$ cat config.mk
export PLATFORM = sky130hd
export DESIGN_NAME = canrx_commit
export DESIGN_NICKNAME = d
export VERILOG_FILES = /design/src/rtl/canrx_pkg.sv /design/src/rtl/canrx_qual.sv /design/src/rtl/canrx_slot.sv /design/src/rtl/canrx_commit.sv
export SDC_FILE = /design/constraint.sdc
export NUM_CORES = 1
export LEC_CHECK = 0
export BUFFER_PORTS_ARGS = -buffer_cell sky130_fd_sc_hd__clkbuf_2
export CORE_ASPECT_RATIO = 1.2
export CORE_MARGIN = 1.5
export CORE_UTILIZATION = 52
export CTS_BUF_LIST = sky130_fd_sc_hd__clkbuf_8 sky130_fd_sc_hd__clkbuf_16
export DETAILED_ROUTE_END_ITERATION = 12
export HOLD_SLACK_MARGIN = 0.06
export PLACE_DENSITY = 0.79
export SLEW_MARGIN = 40
export SYNTH_ARGS = -nofsm -noshare
export SYNTH_HDL_FRONTEND = slang
export SYNTH_SLANG_ARGS = --single-unit
$ cat constraint.sdc
create_clock -name clk -period 2.2 [get_ports clk]
set_input_delay 0.11 -clock clk [delete_from_list [all_inputs] [get_ports clk]]
set_output_delay 0.11 -clock clk [all_outputs]
set_load 0.02 [all_outputs]
$ cat src/rtl/canrx_pkg.sv
package canrx_pkg;

    localparam int HIT_W = 4;
    localparam logic [HIT_W-1:0] HIT_NONE = 4'hF;

    typedef enum logic [1:0] {
        RXM_FILT = 2'b00,
        RXM_STD  = 2'b01,
        RXM_EXT  = 2'b10,
        RXM_ALL  = 2'b11
    } rxm_e;

    typedef enum logic [1:0] {
        ST_IDLE  = 2'd0,
        ST_LOAD0 = 2'd1,
        ST_LOAD1 = 2'd2,
        ST_DROP  = 2'd3
    } cst_e;

endpackage

$ cat src/rtl/canrx_qual.sv
module canrx_qual
    import canrx_pkg::*;
#(
    parameter int NF   = 2,
    parameter int BASE = 0
) (
    input  logic [NF-1:0]    hit,
    input  logic [NF-1:0]    xen,
    input  logic             ext,
    input  logic [1:0]       mode,
    output logic             acc_ok,
    output logic             acc_err,
    output logic [HIT_W-1:0] code
);

    logic [NF-1:0] pass;
    rxm_e          m;

    assign m = rxm_e'(mode);

    // per-filter qualification: match plus identifier-type agreement
    always_comb begin
        for (int i = 0; i < NF; i++) begin
            pass[i] = hit[i] && (xen[i] == ext);
        end
        unique case (m)
            RXM_STD: if (ext)  pass = '0;
            RXM_EXT: if (!ext) pass = '0;
            default: ;
        endcase
    end

    // lowest passing index wins the code
    always_comb begin
        code = HIT_NONE;
        for (int i = NF - 1; i >= 0; i--) begin
            if (pass[i]) code = HIT_W'(BASE + i);
        end
    end

    assign acc_ok  = (|pass) || (m == RXM_ALL);
    assign acc_err = (m == RXM_ALL);

endmodule

$ cat src/rtl/canrx_slot.sv
module canrx_slot
    import canrx_pkg::*;
#(
    parameter int ID_W = 29,
    parameter int DW   = 64
) (
    input  logic             clk,
    input  logic             rst_n,
    input  logic             wr,
    input  logic             clr,
    input  logic [ID_W-1:0]  id_i,
    input  logic             ext_i,
    input  logic             rtr_i,
    input  logic [3:0]       dlc_i,
    input  logic [DW-1:0]    data_i,
    input  logic [HIT_W-1:0] hit_i,
    output logic             full_o,
    output logic [ID_W-1:0]  id_o,
    output logic             ext_o,
    output logic             rtr_o,
    output logic [3:0]       dlc_o,
    output logic [DW-1:0]    data_o,
    output logic [HIT_W-1:0] hit_o
);

    always_ff @(posedge clk or negedge rst_n) begin
        if (!rst_n) begin
            full_o <= 1'b0;
        end else if (wr) begin
            full_o <= 1'b1;
        end else if (clr) begin
            full_o <= 1'b0;
        end
    end

    // whole-record overwrite on every load
    always_ff @(posedge clk or negedge rst_n) begin
        if (!rst_n) begin
            id_o   <= '0;
            ext_o  <= 1'b0;
            rtr_o  <= 1'b0;
            dlc_o  <= '0;
            data_o <= '0;
            hit_o  <= '0;
        end else if (wr) begin
            id_o   <= id_i;
            ext_o  <= ext_i;
            rtr_o  <= rtr_i;
            dlc_o  <= dlc_i;
            data_o <= data_i;
            hit_o  <= hit_i;
        end
    end

endmodule

$ cat src/rtl/canrx_commit.sv
module canrx_commit
    import canrx_pkg::*;
#(
    parameter int ID_W       = 29,
    parameter int DATA_BYTES = 8,
    parameter int NF0        = 2,
    parameter int NF1        = 4
) (
    input  logic                    clk,
    input  logic                    rst_n,
    input  logic                    frm_valid,
    input  logic                    frm_abort,
    input  logic [ID_W-1:0]         frm_id,
    input  logic                    frm_ext,
    input  logic                    frm_rtr,
    input  logic [3:0]              frm_dlc,
    input  logic [8*DATA_BYTES-1:0] frm_data,
    input  logic [NF0-1:0]          grp0_hit,
    input  logic [NF0-1:0]          grp0_xen,
    input  logic [NF1-1:0]          grp1_hit,
    input  logic [NF1-1:0]          grp1_xen,
    input  logic [1:0]              rx_mode0,
    input  logic [1:0]              rx_mode1,
    input  logic                    roll_en,
    input  logic                    irq_en,
    input  logic [1:0]              clr_full,
    input  logic                    clr_ovf,
    output logic [ID_W-1:0]         b0_id,
    output logic                    b0_ext,
    output logic                    b0_rtr,
    output logic [3:0]              b0_dlc,
    output logic [8*DATA_BYTES-1:0] b0_data,
    output logic [3:0]              b0_hit,
    output logic [ID_W-1:0]         b1_id,
    output logic                    b1_ext,
    output logic                    b1_rtr,
    output logic [3:0]              b1_dlc,
    output logic [8*DATA_BYTES-1:0] b1_data,
    output logic [3:0]              b1_hit,
    output logic [1:0]              full,
    output logic                    ovf,
    output logic                    irq
);

    localparam int DW    = 8 * DATA_BYTES;
    localparam int BASE1 = NF0;
    localparam int NBUF  = 2;

    cst_e state, nstate;

    logic             go, a0, a1;
    logic             q0_ok, q0_err, q1_ok, q1_err;
    logic [HIT_W-1:0] c0, c1, pick_code;

    logic [ID_W-1:0]  h_id;
    logic             h_ext, h_rtr, h_err;
    logic [3:0]       h_dlc;
    logic [DW-1:0]    h_data;
    logic [HIT_W-1:0] h_code;

    logic [NBUF-1:0]  wr_en;
    logic             ovf_set;

    logic [ID_W-1:0]  s_id   [NBUF];
    logic             s_ext  [NBUF];
    logic             s_rtr  [NBUF];
    logic [3:0]       s_dlc  [NBUF];
    logic [DW-1:0]    s_data [NBUF];
    logic [HIT_W-1:0] s_hit  [NBUF];

    canrx_qual #(.NF(NF0), .BASE(0)) u_q0 (
        .hit(grp0_hit), .xen(grp0_xen), .ext(frm_ext), .mode(rx_mode0),
        .acc_ok(q0_ok), .acc_err(q0_err), .code(c0)
    );

    canrx_qual #(.NF(NF1), .BASE(BASE1)) u_q1 (
        .hit(grp1_hit), .xen(grp1_xen), .ext(frm_ext), .mode(rx_mode1),
        .acc_ok(q1_ok), .acc_err(q1_err), .code(c1)
    );

    assign go = (state == ST_IDLE) && (frm_valid || frm_abort);
    assign a0 = frm_valid ? q0_ok : q0_err;
    assign a1 = frm_valid ? q1_ok : q1_err;

    // state register
    always_ff @(posedge clk or negedge rst_n) begin
        if (!rst_n) state <= ST_IDLE;
        else        state <= nstate;
    end

    // routing decision
    always_comb begin
        nstate    = state;
        pick_code = HIT_NONE;
        unique case (state)
            ST_IDLE: begin
                if (go) begin
                    if (a0 && !full[0]) begin
                        nstate    = ST_LOAD0;
                        pick_code = c0;
                    end else if (a0 && roll_en) begin
                        pick_code = c0;
                        nstate    = full[1] ? ST_DROP : ST_LOAD1;
                    end else if (a1 && !full[1]) begin
                        nstate    = ST_LOAD1;
                        pick_code = c1;
                    end else if (a0 || a1) begin
                        nstate    = ST_DROP;
                    end
                end
            end
            default: nstate = ST_IDLE;
        endcase
    end

    // outputs decoded from state
    always_comb begin
        wr_en   = '0;
        ovf_set = 1'b0;
        unique case (state)
            ST_LOAD0: wr_en[0] = 1'b1;
            ST_LOAD1: wr_en[1] = 1'b1;
            ST_DROP:  ovf_set  = 1'b1;
            default:  ;
        endcase
    end

    // hold register for the captured frame
    always_ff @(posedge clk or negedge rst_n) begin
        if (!rst_n) begin
            h_id   <= '0;
            h_ext  <= 1'b0;
            h_rtr  <= 1'b0;
            h_dlc  <= '0;
            h_data <= '0;
            h_code <= HIT_NONE;
            h_err  <= 1'b0;
        end else if (go) begin
            h_id   <= frm_id;
            h_ext  <= frm_ext;
            h_rtr  <= frm_rtr;
            h_dlc  <= frm_dlc;
            h_data <= frm_data;
            h_code <= pick_code;
            h_err  <= !frm_valid;
        end
    end

    always_ff @(posedge clk or negedge rst_n) begin
        if (!rst_n) begin
            ovf <= 1'b0;
            irq <= 1'b0;
        end else begin
            if (ovf_set)      ovf <= 1'b1;
            else if (clr_ovf) ovf <= 1'b0;
            irq <= (|wr_en) && irq_en && !h_err;
        end
    end

    for (genvar g = 0; g < NBUF; g++) begin : g_slot
        canrx_slot #(.ID_W(ID_W), .DW(DW)) u_slot (
            .clk(clk), .rst_n(rst_n), .wr(wr_en[g]), .clr(clr_full[g]),
            .id_i(h_id), .ext_i(h_ext), .rtr_i(h_rtr), .dlc_i(h_dlc),
            .data_i(h_data), .hit_i(h_code),
            .full_o(full[g]), .id_o(s_id[g]), .ext_o(s_ext[g]),
            .rtr_o(s_rtr[g]), .dlc_o(s_dlc[g]), .data_o(s_data[g]),
            .hit_o(s_hit[g])
        );
    end

    assign b0_id   = s_id[0];
    assign b0_ext  = s_ext[0];
    assign b0_rtr  = s_rtr[0];
    assign b0_dlc  = s_dlc[0];
    assign b0_data = s_data[0];
    assign b0_hit  = s_hit[0];
    assign b1_id   = s_id[1];
    assign b1_ext  = s_ext[1];
    assign b1_rtr  = s_rtr[1];
    assign b1_dlc  = s_dlc[1];
    assign b1_data = s_data[1];
    assign b1_hit  = s_hit[1];

endmodule

==> flow_summary_export.csv <==
group,metric,value,unit
power,power_density,1590,nW/um^2
timing,finalSetupTns,0,ns
logic_synthesis,synth_top_area_share,64.0,%
timing,fmax,489,MHz
power,clockPowerShare,18.9,%
critical_path,worstSetupStartpointType,"input port",
critical_path,slowest_stage,"dlygate4sd3_1",
logic_synthesis,synthSimpleGateAreaFrac,10.1,%
logic_synthesis,ys_async_sr_fraction,100,%
critical_path,reg2reg_from,"state[0]",
floorplanning,fp.dieH,171,um
cells_and_area,fillers,1508,
clocking,cts-buffers-inserted,30,
critical_path,crit_start,"grp1_xen[3]",
critical_path,arrival,2.49,ns
power,comb_power_share,41.0,%
logic_synthesis,yosys_most_used_dff,"dfrtp_1",
power,seqPwrFrac,40.1,%
critical_path,r2r-end,"h_data[38]",
drt,drc,0,
clocking,clock_sinks,316,
global_routing,track_usage,25.4,%
placement,io_buffers,333,
global_routing,grt_pass1_wl,48.8,mm
min_path,hp-class,"in2reg",
placement,gp_congestion,0.784,
critical_path,crit_top_cell,"dlygate4sd3_1",
logic_synthesis,ys_warn_count,0,
clocking,post_cts_buffers,0,
drt,drt_iter0_markers,465,
timing,slew_headroom,65.4,%
min_path,worstHoldStart,"grp1_xen[0]",
global_routing,grt_max_degree,87,
critical_path,critPathTopFamily,"buffers and inverters",
timing,skew,0.0277,ns
clocking,insertion_delay,0.56,ns
min_path,worstHoldEndpoint,"h_code[2]",
timing,min_period,2.04,ns
logic_synthesis,avgSynthCellArea,12.8,sq um
cells_and_area,fin_nets,1533,
logic_synthesis,synth_top_family_by_area,"multiplexers",
power,power.internal,16.0,mW
logic_synthesis,synthTopCellsByArea,"dfrtp_1, mux2_2, nand2_1",
cells_and_area,synthToLayoutAreaGrowth,35.0,%
drt,routed_wirelength,31.0,mm
floorplanning,die-area,24400,sq um
floorplanning,die_w,143,um
global_routing,overflow,0,
clocking,clk_pin_slew_worst_paths,0.06,ns
logic_synthesis,synth_mux_area_share,19.1,%
min_path,whs_path_depth,4,
critical_path,cp.depth,7,
critical_path,r2r_cells,6,
power,vdd_drop_max,0.000864,V
clocking,cts_buffer_depth,3,
power,p_sw_share,38.8,%
critical_path,cp_max_fo,2,
drt,via_count,8943,
run,cap_viol_max_count,0,
drt,vias_per_cell,5.15,
logic_synthesis,synth_compound_area_share,2.46,%
clocking,htree_num_levels,1,
global_routing,antenna_found_initial,2,
drt,wl_per_cell,17.9,um
cells_and_area,drive_above_1_share,43.6,%
logic_synthesis,ys_ff_latch,316,
logic_synthesis,synth_fp_nets,1089,
critical_path,worst-path-buf-inv,4,
cells_and_area,final_cell_mix,"clkbuf_2, dfrtp_1, nand2_1",
logic_synthesis,synth.distinct_cells,41,
drt,postRouteAntennaNets,0,
global_routing,grt_use_met3,5.71,%
logic_synthesis,synth-xor-area-share,0.0718,%
critical_path,critical_path_class,"in2reg",
critical_path,worstPathRequired,2.65,ns
floorplanning,design.core.area,23100,sq um
cells_and_area,layout_commonest_cell,"clkbuf_2",
timing,report.final.slew_viol_count,0,
clocking,cts_tree,"built",
global_routing,busiest_layer,"met2",
global_routing,grt_pass1_vias,9537,
timing,setup_violations,0,
placement,dp_hpwl,19.3,mm
outcome,outcome,"finished clean",
logic_synthesis,synth_enable_flop_cells,0,
critical_path,critPathMaxStageDelay,0.58,ns
logic_synthesis,syn_area,12200,sq um
logic_synthesis,synth_seq_area_share,64.9,%
floorplanning,rows,61,
drt,dr.pass1.iters,4,
critical_path,path_cells,"dlygate4sd3_1 -> clkbuf_2 -> a221oi_2 -> dlygate4sd3_1 -> nor3_1 -> dlygate4sd3_1 -> a211oi_1",
clocking,clock-root-buffer,"clkbuf_16",
global_routing,grt_use_met1,29.6,%
timing,tightest_slew,0.518,ns
global_routing,met2_usage,43.9,%
power,leakage,8.38,nW
floorplanning,io_pins,334,
power,total_power,26.2,mW
logic_synthesis,synth_fa_ha_area_share,1.03,%
logic_synthesis,synth_top_area_cell,"dfrtp_1",
timing,rsz0062_at_grt,"false",
timing,hold_violations,0,
critical_path,critPathCaptureType,"flop",
timing,period_share,92.9,%
floorplanning,initial_core_util,52.7,%
critical_path,reg2reg_slack,0.37,ns
logic_synthesis,synthCells,955,
power,p_switching,10.2,mW
[power groups by stage]
stage / combinational (mW) / clock [mW] / sequential, mW
floorplan: 4.69 / 0 / 12.4
global placement: 10.3 / 0 / 10.3
detailed placement: 10.5 / 0 / 10.5
CTS: 10.7 / 5.05 / 10.4
global route: 11.6 / 5.29 / 10.8
finish: 10.8 / 4.96 / 10.5
[worst register-to-register path, delay by kind of cell (launching register included)]
kind	cells	cell delay (ns)
DFF	1	0.43
adders and majority gates	1	0.33
and+or+nand+nor	3	0.57
buffers and inverters	2	0.44
[worst max path at each step]
stage | endpoint | slack (ns)
after detailed placement | h_data[26] | 0.39
after CTS | h_code[1] | 0.07
final | h_code[1] | 0.16
after floorplan | g_slot[1].u_slot.data_o[10] | 0.43
after global routing | h_code[1] | 0.15
after global placement | h_data[63] | 0.45
[cells in the mapped netlist, types with 2 or more instances]
cell,number
dfrtp_1,312
nand2_1,299
mux2_2,206
buf_2,22
clkbuf_1,17
inv_1,14
ha_1,10
nor2_1,10
buf_1,8
o21ai_0,8
a21oi_1,4
dfstp_2,4
a211oi_1,3
nor2b_1,3
nor3_1,3
a21o_1,2
a221oi_1,2
a31oi_4,2
buf_4,2
nand3_1,2
o31ai_1,2
[per-stage QoR]
stage / area, sq um / cells / setup slack (ns) / hold WS, ns / util, %
5_1_grt: 16500 / 1737 / 0.152 / 0.0674 / 71.2
6_report: 16500 / 1737 / 0.155 / 0.0328 / 71.2
4_1_cts: 16400 / 1736 / 0.0738 / 0.0748 / 71.1
2_1_floorplan: 12200 / 955 / 0.430 / -0.186 / -
3_5_place_dp: 14300 / 1568 / 0.393 / 0.106 / 62.0
3_3_place_gp: 14300 / 1568 / 0.451 / 0.0977 / 62.0
[kinds of logic after synthesis]
logic type	Yosys count
AO/OA/AOI/OAI	36
buffers and inverters	65
AND/OR/NAND/NOR	320
multiplexers	207
XOR/XNOR	1
adder cells (fa/ha/maj)	10
flip-flops	316
[area by class of cell]
cell class | instances | area (sq um) | area share (%)
Sequential cell | 316 | 7910 | 48.1
Multi-Input combinational cell | 574 | 4060 | 24.6
Antenna cell | 1 | 2.50 | 0.0152
Inverter | 15 | 56.3 | 0.342
Tap cell | 315 | 394 | 2.39
Timing Repair Buffer | 462 | 3080 | 18.7
Clock inverter | 18 | 129 | 0.783
Clock buffer | 36 | 833 | 5.06
[layer usage]
layer | vias up | routed length, um | part of all wire (%)
li1 | 4046 | - | -
met1 | 4431 | 11600 | 37
met2 | 351 | 15800 | 51
met3 | 113 | 2030 | 6.6
met4 | 2 | 1670 | 5.4
met5 | - | 12 | 0.039
[registers in the layout, summed over array words and instances (netlist names)]
| signal | cells |
|---|---|
| g_slot.u_slot.full_o | 2 |
| h_data | 64 |
| g_slot.u_slot.hit_o | 8 |
| irq | 1 |
| h_rtr | 1 |
| h_ext | 1 |
| g_slot.u_slot.dlc_o | 8 |
| g_slot.u_slot.data_o | 128 |
| g_slot.u_slot.ext_o | 2 |
| ovf | 1 |
| h_err | 1 |
| h_code | 4 |
| h_id | 29 |
| h_dlc | 4 |
| state | 2 |
| g_slot.u_slot.id_o | 58 |
| g_slot.u_slot.rtr_o | 2 |
[what timing repair did]
action | in CTS | in global routing
hold buffers | 114 | 1
hold endpoints to repair | 365 | 1
endpoints found under the setup margin | 0 | 1
gates resized for setup | 0 | 2
Note: power is estimated with default switching activity, not from simulation.
